**config.mk**
```make
export PLATFORM = sky130hd
export DESIGN_NAME = basemul_top
export DESIGN_NICKNAME = d
export VERILOG_FILES = /design/src/rtl/bm_pkg.sv /design/src/rtl/bm_bin2bcd.sv /design/src/rtl/bm_dev.sv /design/src/rtl/basemul_top.sv
export SDC_FILE = /design/constraint.sdc
export NUM_CORES = 1
export LEC_CHECK = 0
export BUFFER_PORTS_ARGS = -buffer_cell sky130_fd_sc_hd__buf_2
export CELL_PAD_IN_SITES_DETAIL_PLACEMENT = 2
export CELL_PAD_IN_SITES_GLOBAL_PLACEMENT = 2
export CORE_ASPECT_RATIO = 0.7
export CORE_UTILIZATION = 40
export DETAILED_ROUTE_END_ITERATION = 10
export GPL_TIMING_DRIVEN = 0
export PLACE_DENSITY = 0.93
export SLEW_MARGIN = 20
export SYNTH_ARGS = -nofsm -noshare
export SYNTH_HDL_FRONTEND = slang
export SYNTH_SLANG_ARGS = --single-unit
```
**constraint.sdc**
```tcl
create_clock -name clk -period 12.8 [get_ports clk]
set_clock_uncertainty 0.2 [all_clocks]
set_input_delay 0 -clock clk [delete_from_list [all_inputs] [get_ports clk]]
set_output_delay 0 -clock clk [all_outputs]
set_load 0.01 [all_outputs]
```
**src/rtl/bm_pkg.sv**
```systemverilog
`timescale 1ns/1ps
package bm_pkg;

  typedef enum logic [2:0] {
    ST_IDLE, ST_DEV, ST_PART, ST_TEN, ST_DIV, ST_SUM, ST_OUT
  } bm_state_t;

  // number of decimal digits needed for the largest w-bit unsigned value
  function automatic int dec_digits(int w);
    longint m;
    int n;
    m = (longint'(1) << w) - 1;
    n = 0;
    while (m > 0) begin
      n++;
      m = m / 10;
    end
    return (n == 0) ? 1 : n;
  endfunction

  // working base W = (mult * 10^pow) >> shift
  function automatic logic [7:0] base_value(logic [1:0] s);
    case (s)
      2'd0:    return 8'd50;
      2'd1:    return 8'd60;
      2'd2:    return 8'd200;
      default: return 8'd100;
    endcase
  endfunction

  function automatic logic [3:0] base_mult(logic [1:0] s);
    case (s)
      2'd1:    return 4'd6;
      2'd2:    return 4'd2;
      default: return 4'd1;
    endcase
  endfunction

  function automatic logic [1:0] base_pow(logic [1:0] s);
    return (s == 2'd1) ? 2'd1 : 2'd2;
  endfunction

  function automatic logic base_shift(logic [1:0] s);
    return (s == 2'd0);
  endfunction

endpackage

```
**src/rtl/bm_bin2bcd.sv**
```systemverilog
`timescale 1ns/1ps
module bm_bin2bcd #(
  parameter int IN_W = 8,
  parameter int DIG  = 3
) (
  input  logic [IN_W-1:0]  bin,
  output logic [4*DIG-1:0] bcd
);
  localparam int SH_W = IN_W + 4*DIG;

  logic [SH_W-1:0] sh;

  // add-3-then-shift conversion, fully unrolled
  always_comb begin
    sh = '0;
    sh[IN_W-1:0] = bin;
    for (int i = 0; i < IN_W; i++) begin
      for (int d = 0; d < DIG; d++) begin
        if (sh[IN_W+4*d +: 4] > 4'd4)
          sh[IN_W+4*d +: 4] = sh[IN_W+4*d +: 4] + 4'd3;
      end
      sh = sh << 1;
    end
    bcd = sh[IN_W +: 4*DIG];
  end
endmodule

```
**src/rtl/bm_dev.sv**
```systemverilog
`timescale 1ns/1ps
module bm_dev #(
  parameter int OP_W = 8,
  parameter int DIG  = 3
) (
  input  logic [4*DIG-1:0]        bcd,
  input  logic [OP_W-1:0]         base,
  output logic signed [OP_W:0]    dev
);
  localparam int VW = 4*DIG;

  logic [VW-1:0] val;

  // decimal digits back to a magnitude, then signed distance from base
  always_comb begin
    val = '0;
    for (int d = DIG-1; d >= 0; d--)
      val = VW'(val * VW'(10)) + VW'(bcd[4*d +: 4]);
    dev = signed'({1'b0, val[OP_W-1:0]}) - signed'({1'b0, base});
  end
endmodule

```
**src/rtl/basemul_top.sv**
```systemverilog
`timescale 1ns/1ps
module basemul_top
  import bm_pkg::*;
#(
  parameter int OP_W = 8
) (
  input  logic                                clk,
  input  logic                                rst_n,
  input  logic                                start,
  input  logic [OP_W-1:0]                     op_a,
  input  logic [OP_W-1:0]                     op_b,
  input  logic [1:0]                          base_sel,
  output logic                                done,
  output logic [4*dec_digits(2*OP_W)-1:0]     product_bcd
);
  localparam int OP_DIG  = dec_digits(OP_W);
  localparam int RES_W   = 2*OP_W;
  localparam int RES_DIG = dec_digits(RES_W);
  localparam int DEV_W   = OP_W + 1;
  localparam int LHS_W   = OP_W + 2;
  localparam int ACC_W   = 2*OP_W + 4;
  localparam logic signed [ACC_W-1:0] TEN_C = ACC_W'(10);

  bm_state_t st;
  logic      busy;

  logic [1:0][OP_W-1:0]       ops_q;
  logic [1:0]                 sel_q;
  logic [OP_W-1:0]            a_q, b_q;
  logic [OP_W-1:0]            base_w;
  logic [1:0][4*OP_DIG-1:0]   ops_bcd;
  logic signed [DEV_W-1:0]    dev     [2];
  logic signed [DEV_W-1:0]    dev_q   [2];
  logic signed [LHS_W-1:0]    lhs;
  logic signed [ACC_W-1:0]    lhs_x, mult_x, dev_a_x, dev_b_x;
  logic signed [ACC_W-1:0]    acc, rhs, total;
  logic [1:0]                 cnt;
  logic [RES_W-1:0]           sum_q;
  logic [4*RES_DIG-1:0]       res_bcd;

  assign a_q    = ops_q[0];
  assign b_q    = ops_q[1];
  assign busy   = (st != ST_IDLE);
  assign base_w = OP_W'(base_value(sel_q));

  // per operand: decimal conversion and deviation from the base
  for (genvar i = 0; i < 2; i++) begin : g_op
    bm_bin2bcd #(.IN_W(OP_W), .DIG(OP_DIG)) u_cvt (
      .bin (ops_q[i]),
      .bcd (ops_bcd[i])
    );
    bm_dev #(.OP_W(OP_W), .DIG(OP_DIG)) u_dev (
      .bcd  (ops_bcd[i]),
      .base (base_w),
      .dev  (dev[i])
    );
  end

  // high part: A + (B - W); operands for the scaled and low products
  always_comb begin
    lhs     = LHS_W'({2'b00, a_q}) + LHS_W'({dev_q[1][DEV_W-1], dev_q[1]});
    lhs_x   = {{(ACC_W-LHS_W){lhs[LHS_W-1]}}, lhs};
    mult_x  = ACC_W'(base_mult(sel_q));
    dev_a_x = {{(ACC_W-DEV_W){dev_q[0][DEV_W-1]}}, dev_q[0]};
    dev_b_x = {{(ACC_W-DEV_W){dev_q[1][DEV_W-1]}}, dev_q[1]};
    total   = acc + rhs;
  end

  bm_bin2bcd #(.IN_W(RES_W), .DIG(RES_DIG)) u_res_cvt (
    .bin (sum_q),
    .bcd (res_bcd)
  );

  always_ff @(posedge clk or negedge rst_n) begin
    if (!rst_n) begin
      st          <= ST_IDLE;
      done        <= 1'b0;
      product_bcd <= '0;
      ops_q       <= '0;
      sel_q       <= '0;
      dev_q[0]    <= '0;
      dev_q[1]    <= '0;
      acc         <= '0;
      rhs         <= '0;
      cnt         <= '0;
      sum_q       <= '0;
    end else begin
      done <= 1'b0;
      case (st)
        ST_IDLE: if (start) begin
          ops_q[0] <= op_a;
          ops_q[1] <= op_b;
          sel_q    <= base_sel;
          st       <= ST_DEV;
        end
        ST_DEV: begin
          dev_q[0] <= dev[0];
          dev_q[1] <= dev[1];
          st       <= ST_PART;
        end
        ST_PART: begin
          rhs <= dev_a_x * dev_b_x;
          acc <= lhs_x * mult_x;
          cnt <= base_pow(sel_q);
          st  <= ST_TEN;
        end
        ST_TEN: begin
          acc <= acc * TEN_C;
          cnt <= cnt - 2'd1;
          if (cnt == 2'd1) st <= ST_DIV;
        end
        ST_DIV: begin
          acc <= acc >>> base_shift(sel_q);
          st  <= ST_SUM;
        end
        ST_SUM: begin
          sum_q <= total[RES_W-1:0];
          st    <= ST_OUT;
        end
        ST_OUT: begin
          product_bcd <= res_bcd;
          done        <= 1'b1;
          st          <= ST_IDLE;
        end
        default: st <= ST_IDLE;
      endcase
    end
  end
endmodule

```
Yosys cells after proc, flatten, opt, wreduce, memory -nomap -nowiden
Cells that the tools add are included.

storage, ports and cells
  bits in registers = 114
  bits in latches = 0
  bits in writable memories = 0
  bits in read-only memories = 0
  bits of input ports = 21
  output and inout port bits = 21
  word-level logic and storage cells = 358
  memories kept = 0

operators by class
  $add $sub $neg = 110
  $mul = 7
  div/mod/pow operators = 0
  order comparisons = 101
  eq/ne operators = 11
  shifts and indexed selects = 1
  mux-type cells = 110
  bitwise logic cells = 0
  reductions and logical operators = 6

operators with widths
  operator                                                               number
  4-bit by 3-bit > comparator with 1-bit output (second input constant)  90
  4-bit 2-to-1 mux                                                       76
  4-bit by 2-bit adder with 4-bit output (second input constant)         72
  3-bit 2-to-1 mux                                                       27
  20-bit case mux with 3 select lines                                    1
  3-bit by 2-bit adder with 3-bit output (second input constant)         18
  12-bit by 4-bit adder with 12-bit output                               2
  12-bit by 3-bit multiplier with 7-bit output (second input constant)   2
  8-bit case mux with 3 select lines                                     1
  1-bit by 2-bit adder with 3-bit output (second input constant)         7
  1-bit by 3-bit > comparator with 1-bit output (second input constant)  7
  20-bit by 4-bit multiplier with 19-bit output (second input constant)  1
  20-bit by 1-bit >>> shifter with 20-bit output                         1
  3-bit case mux with 6 select lines                                     1
  8-bit by 8-bit subtractor with 9-bit output                            2
  16-bit adder                                                           1
  8-bit by 4-bit adder with 8-bit output                                 2
  9-bit by 9-bit multiplier with 16-bit output                           1
  10-bit by 4-bit multiplier with 14-bit output                          1
  4-bit by 3-bit multiplier with 7-bit output (second input constant)    2
  1-bit by 2-bit adder with 3-bit output (both inputs constant)          4
  1-bit by 3-bit > comparator with 1-bit output (both inputs constant)   4
  9-bit by 9-bit adder with 10-bit output                                1
  3-bit == test (second input constant)                                  3
  15 further kinds                                                       19

Depth between registers and ports, before layout
  word-level depth = 30
  depth in mapped cells = 50
  mapped depth without buffers = 47

By module
From an unflattened synthesis, not the netlist that was laid out.

second synthesis, totals
  cell total of the unflattened synthesis = 2,386
  area, all modules = 19,352.3 µm²

by module, submodules not included
  module                          instances  cells each  area an instance (µm²)  seq. area each (µm²)
  basemul_top                     1          1,158       10,578.9                2,852.7
  bm_bin2bcd (u_res_cvt)          1          785         5,363.9                 0.0
  bm_bin2bcd (g_op[0].u_cvt ...)  2          117         839.6                   0.0
  bm_dev (g_op[1].u_dev)          1          104         865.8                   0.0
  bm_dev (g_op[0].u_dev)          1          105         864.6                   0.0

Least setup slack after synthesis
Ideal clock, no wire load.

  path kind = reg-to-reg
  start = register sum_q[13]
  end = register product_bcd[14]
  setup time = 77 ps
  data arrival time = 9,071 ps
  data required time = 12,523 ps
  slack = 3,452 ps
  stages on the path, launching flop included = 45
  path buffers = 2
  period minus slack after synthesis = 9,348 ps
  cell sequence = dfrtp_1 -> inv_1 -> ha_1 -> inv_1 -> ha_1 -> or2_2 -> a311oi_2 -> or4_1 -> buf_2 -> nand2_4 -> o311a_1 -> or3_4 -> o211ai_2 -> a211oi_1 -> a311oi_1 -> and2_1 -> ha_1 -> inv_1 -> [9 not listed] -> nor4_1 -> a311o_1 -> nor2_1 -> a21boi_0 -> mux2_2 -> ha_1 -> nand2b_1 -> mux2_2 -> a32oi_2 -> mux2i_1 -> ha_1 -> maj3_1 -> nor2_1 -> a32oi_1 -> o22ai_1 -> a211oi_2 -> mux2_1 -> o21ai_1

between the ends
  cells in the longest elaborated chain, start to end = 26
  elaborated cells on any way between the ends = 120
  those cells by class = add/sub: 40; order compare: 40; mux: 40

ends and longest elaborated chain
  element                                                                                                  line                                text
  start, declared                                                                                          basemul_top.sv:38                   logic [RES_W-1:0] sum_q;
  start signal, assigned                                                                                   basemul_top.sv:117                  sum_q <= total[RES_W-1:0];
  4-bit by 2-bit adder with 4-bit output or 4-bit by 3-bit > comparator with 1-bit output (tied branches)  bm_bin2bcd.sv:20, bm_bin2bcd.sv:19
  4-bit 2-to-1 mux (*)                                                                                     bm_bin2bcd.sv:19                    if (sh[IN_W+4*d +: 4] > 4'd4)
  4-bit by 2-bit adder with 4-bit output or 4-bit by 3-bit > comparator with 1-bit output (tied branches)  bm_bin2bcd.sv:20, bm_bin2bcd.sv:19
  4-bit 2-to-1 mux                                                                                         bm_bin2bcd.sv:19
  4-bit by 2-bit adder with 4-bit output or 4-bit by 3-bit > comparator with 1-bit output (tied branches)  bm_bin2bcd.sv:20, bm_bin2bcd.sv:19
  4-bit 2-to-1 mux                                                                                         bm_bin2bcd.sv:19
  4-bit by 2-bit adder with 4-bit output or 4-bit by 3-bit > comparator with 1-bit output (tied branches)  bm_bin2bcd.sv:20, bm_bin2bcd.sv:19
  4-bit 2-to-1 mux                                                                                         bm_bin2bcd.sv:19
  [10 not listed]                                                                                          --
  4-bit by 2-bit adder with 4-bit output or 4-bit by 3-bit > comparator with 1-bit output (tied branches)  bm_bin2bcd.sv:20, bm_bin2bcd.sv:19
  4-bit 2-to-1 mux                                                                                         bm_bin2bcd.sv:19
  4-bit by 2-bit adder with 4-bit output or 4-bit by 3-bit > comparator with 1-bit output (tied branches)  bm_bin2bcd.sv:20, bm_bin2bcd.sv:19
  4-bit 2-to-1 mux                                                                                         bm_bin2bcd.sv:19
  4-bit by 2-bit adder with 4-bit output or 4-bit by 3-bit > comparator with 1-bit output (tied branches)  bm_bin2bcd.sv:20, bm_bin2bcd.sv:19
  4-bit 2-to-1 mux                                                                                         bm_bin2bcd.sv:19
  4-bit by 2-bit adder with 4-bit output or 4-bit by 3-bit > comparator with 1-bit output (tied branches)  bm_bin2bcd.sv:20, bm_bin2bcd.sv:19
  4-bit 2-to-1 mux (*)                                                                                     bm_bin2bcd.sv:19
  end signal, assigned                                                                                     basemul_top.sv:121                  product_bcd <= res_bcd;
  end, declared                                                                                            basemul_top.sv:14                   output logic [4*dec_digits(2*OP_W)-1:0] product_bcd

Every way passes the cells marked *; elsewhere a longest branch is shown, timed or not.
A chain may end at the register's enable or synchronous reset.

Worst setup path in the final report
Ends and elaborated chain as after synthesis.

==> impl_table.tex <==
\begin{tabular}{lr}
\hline
Metric & Value \\
\hline
\multicolumn{2}{l}{\textbf{Place}} \\
Placer congestion estimate & $\sim$0.89 \\
Cell area after placement & 0.0190 mm\^{}2 \\
Final HPWL DP & 58000 um \\
Count of input and output buffers & just over 40 \\
\multicolumn{2}{l}{\textbf{Status}} \\
Result of the run & finished, final reports clean \\
\multicolumn{2}{l}{\textbf{Setup path}} \\
Critical path arrival & approximately 12 ns \\
Setup CP Type & reg -> reg \\
Required time of the critical path & 13.01 ns \\
Worst-path fanout max & 10 \\
Startpoint class of the critical path & flip-flop \\
Cells on worst reg2reg path & 47 \\
Cell with the largest stage delay on the worst path & sky130\_fd\_sc\_hd\_\_dfrtp\_1 \\
Endpoint of the lowest-slack register-to-register path & product\_bcd[14] \\
Worst setup path end & product\_bcd[14] \\
Delay of the slowest critical-path stage & 0.50 ns \\
Critical path endpoint category & flip-flop \\
Worst setup path start & sum\_q[13] \\
R2r setup slk & approximately 0.61 ns \\
Launch instance of the worst register-to-register path & sum\_q[13] \\
\multicolumn{2}{l}{\textbf{Drt}} \\
Via count of the routed design & about 18000 \\
Routed len/inst & 27.5 um \\
Count of routing violations after the opening detailed-route iteration & 1258 \\
Total wire length after detailed routing & 79500 um \\
DR vias/cell & 6.27 \\
Remaining routing DRC violations & 0 \\
Antenna Violating Nets Remaining & 0 \\
Router iterations before antenna repair & 5 \\
\multicolumn{2}{l}{\textbf{Clock network}} \\
TritonCTS Buffers & 17 \\
Post-CTS Setup Bufs & 0 \\
Clock-pin slew reported for the worst setup and hold paths after clock tree synthesis & 0.08 ns \\
Buffer depth of the longest clock path & 2 \\
CTS H-tree depth & 4 \\
Sinks on the clock net & 114 \\
TritonCTS clock tree & built \\
Worst-skew pair later-pin latency & 0.48 ns \\
Clock tree root buffer cell & sky130\_fd\_sc\_hd\_\_clkbuf\_16 \\
\multicolumn{2}{l}{\textbf{Timing}} \\
Part of the cycle the worst path needs & a little over nine tenths \\
Minimum clock period & roughly 12 ns \\
Total count of hold-check failures in the final report & 0 \\
Slew HR & 30.8\% \\
Setup-failing EPs final & 0 \\
Pins Over Slew Limit & 0 \\
Least-Margin Pin Slew & between 1 and 1.5 ns \\
Maximum operating frequency & 0.0821 GHz \\
\multicolumn{2}{l}{\textbf{Logic synthesis}} \\
Register bit total from synthesis & 114 \\
Distinct cell type count of the synthesized netlist & 114 \\
Most area-consuming cells after synthesis & sky130\_fd\_sc\_hd\_\_dfrtp\_1 (16\%), sky130\_fd\_sc\_hd\_\_ha\_1 (15\%), sky130\_fd\_sc\_hd\_\_fa\_1 (9.1\%) \\
Mean instance size in the synthesized netlist & 8.19 um\^{}2 \\
Net Count, Synth & between 2000 and 3000 \\
Top cell type by total area after synthesis & sky130\_fd\_sc\_hd\_\_dfrtp\_1 \\
Post-synth top cells & sky130\_fd\_sc\_hd\_\_inv\_1 (224), sky130\_fd\_sc\_hd\_\_ha\_1 (222), sky130\_fd\_sc\_hd\_\_nand2\_1 (209) \\
Yosys warns & 0 \\
Cell area after synthesis & 0.0180 mm\^{}2 \\
Most common flop cell mapped by yosys & sky130\_fd\_sc\_hd\_\_dfrtp\_1 \\
Top-count cell post-synth & sky130\_fd\_sc\_hd\_\_inv\_1 \\
Syn Inst Count & 2199 \\
Area share of the largest cell type after synthesis & 15.8\% \\
Number of synthesized flops with an enable pin & 0 \\
Proportion of synthesized flip-flops having asynchronous set or reset & 100\% \\
Sequential area share after synthesis & 15.8\% \\
\multicolumn{2}{l}{\textbf{Finish}} \\
Number of inserted filler cells in the final layout & 4910 \\
Layout Cell Area excl Fill & 0.0198 mm\^{}2 \\
Layout overhead on the synthesized area & 9.92\% \\
Number of nets in the final layout & 2608 \\
Fraction of final layout cells sized beyond drive strength 1 & 9.84\% \\
Antenna diode count & 0 \\
\multicolumn{2}{l}{\textbf{GRT}} \\
Wire length of the first global-routing pass & 125000 um \\
Number of antenna violations at the first check in global routing & 0 \\
Number of global-route vias before repair & 20900 \\
Largest net degree at the start of global routing & 58 \\
GRT Total Usage & around 35\% \\
Grt total ovfl & 0 \\
\multicolumn{2}{l}{\textbf{Floorplan}} \\
Initial cell density of the core & roughly two fifths \\
Number of top-level pins & 42 \\
Die Y-Extent & 180 um \\
Floorplan core area & 0.0440 mm\^{}2 \\
Number of placement rows & 64 \\
Die Footprint & 0.0459 mm\^{}2 \\
Width of the chip & between 200 and 300 um \\
\multicolumn{2}{l}{\textbf{Job}} \\
Max Cap Viol & 0 \\
\multicolumn{2}{l}{\textbf{Hold path}} \\
Kind of path behind the tightest hold check & in -> reg \\
\hline
\end{tabular}
==> per-stage QoR <==
| step | hold slack, ns | setup WS [ns] | std cells | TNS [ns] | utilization, % |
|---|---|---|---|---|---|
| after floorplan | -0.496 | 3.45 | 2199 | 0 | - |
| after global placement | 0.00614 | 1.72 | 2834 | 0 | 43.1 |
| after detailed placement | -0.188 | 0.850 | 2836 | 0 | 43.2 |
| after CTS | 0.0795 | 0.712 | 2890 | 0 | 44.9 |
| after global routing | 0.132 | -0.00946 | 2890 | -0.00946 | 45.0 |
| final | 0.0883 | 0.614 | 2890 | 0 | 45.0 |
==> layout by cell type (no fill, tap or decap), types with 33 or more instances in the layout <==
cell type                  instances
sky130_fd_sc_hd__buf_2            62
sky130_fd_sc_hd__nand2_1         209
sky130_fd_sc_hd__mux2i_1          47
sky130_fd_sc_hd__and2_1           69
sky130_fd_sc_hd__fa_1             82
sky130_fd_sc_hd__nand3_1          43
sky130_fd_sc_hd__xnor2_1         107
sky130_fd_sc_hd__o21bai_1         39
sky130_fd_sc_hd__inv_1           224
sky130_fd_sc_hd__nor2_1          111
sky130_fd_sc_hd__a21o_1           35
sky130_fd_sc_hd__xor2_1           37
sky130_fd_sc_hd__mux2_2           33
sky130_fd_sc_hd__ha_1            221
sky130_fd_sc_hd__dfrtp_1         114
sky130_fd_sc_hd__clkbuf_1         59
sky130_fd_sc_hd__o21ai_0         126
sky130_fd_sc_hd__a21oi_1         179
sky130_fd_sc_hd__nor3_1           47
==> repair_timing <==
item	4_1_cts	5_1_grt
gates resized for setup	0	3
hold endpoints to repair	133	0
endpoints found under the setup margin	0	2
hold buffers	22	0
==> flip-flops by register name, summed over array words and instances (netlist names) <==
signal	flops
st	3
acc	20
b_q	8
dev_b_x	9
dev_a_x	9
a_q	8
sel_q	2
rhs	16
cnt	2
product_bcd	20
done	1
sum_q	16
==> per-layer routing <==
layer	track usage, %	part of all wire (%)	vias to the layer above
met4	22.7	6.9	0
met2	61.5	50	647
met5	0	0	-
met3	5.72	4.1	324
met1	38.1	39	9259
li1	-	-	7878
==> worst max-delay path: cells and delay by family, from the launching register on <==
| kind | cells | cell delay [ns] |
|---|---|---|
| adders and majority gates | 7 | 2.26 |
| and+or+nand+nor | 10 | 1.85 |
| xor gates and xnor gates | 2 | 0.44 |
| DFF | 1 | 0.50 |
| buffers and inverters | 8 | 1.25 |
| muxes | 3 | 1.21 |
| AOI/OAI and AO/OA | 17 | 4.40 |
==> final cells by class <==
cell class | count | area [um^2] | area share, %
Clock buffer | 17 | 425 | 2.15
Inverter | 228 | 856 | 4.32
Tap cell | 594 | 743 | 3.75
Sequential cell | 114 | 2850 | 14.4
Buffer | 91 | 425 | 2.15
Multi-Input combinational cell | 1766 | 13900 | 70.2
Clock inverter | 15 | 110 | 0.556
Timing Repair Buffer | 65 | 484 | 2.45
==> cells by family after synthesis <==
kind of cell	share of synthesized area, %
XOR/XNOR	7.49
flip-flops	15.8
AO/OA/AOI/OAI	23.1
multiplexers	4.97
AND/OR/NAND/NOR	16.9
adder cells (fa/ha/maj)	24.6
buffers and inverters	7.11
==> worst min-delay path by stage <==
stage,from,endpoint,slack (ns),cells past startpoint
after detailed placement,rst_n,product_bcd[13],-0.19,1
after global routing,op_a[7],a_q[7],0.13,3
after global placement,op_b[1],b_q[1],0.006,3
after floorplan,rst_n,a_q[0],-0.50,0
after CTS,op_a[1],a_q[1],0.08,4
final,op_b[6],b_q[6],0.09,4
Power is left out: the tool's default activity adds up to more than one toggle a clock period on the data nets, which glitch-free logic cannot reach.
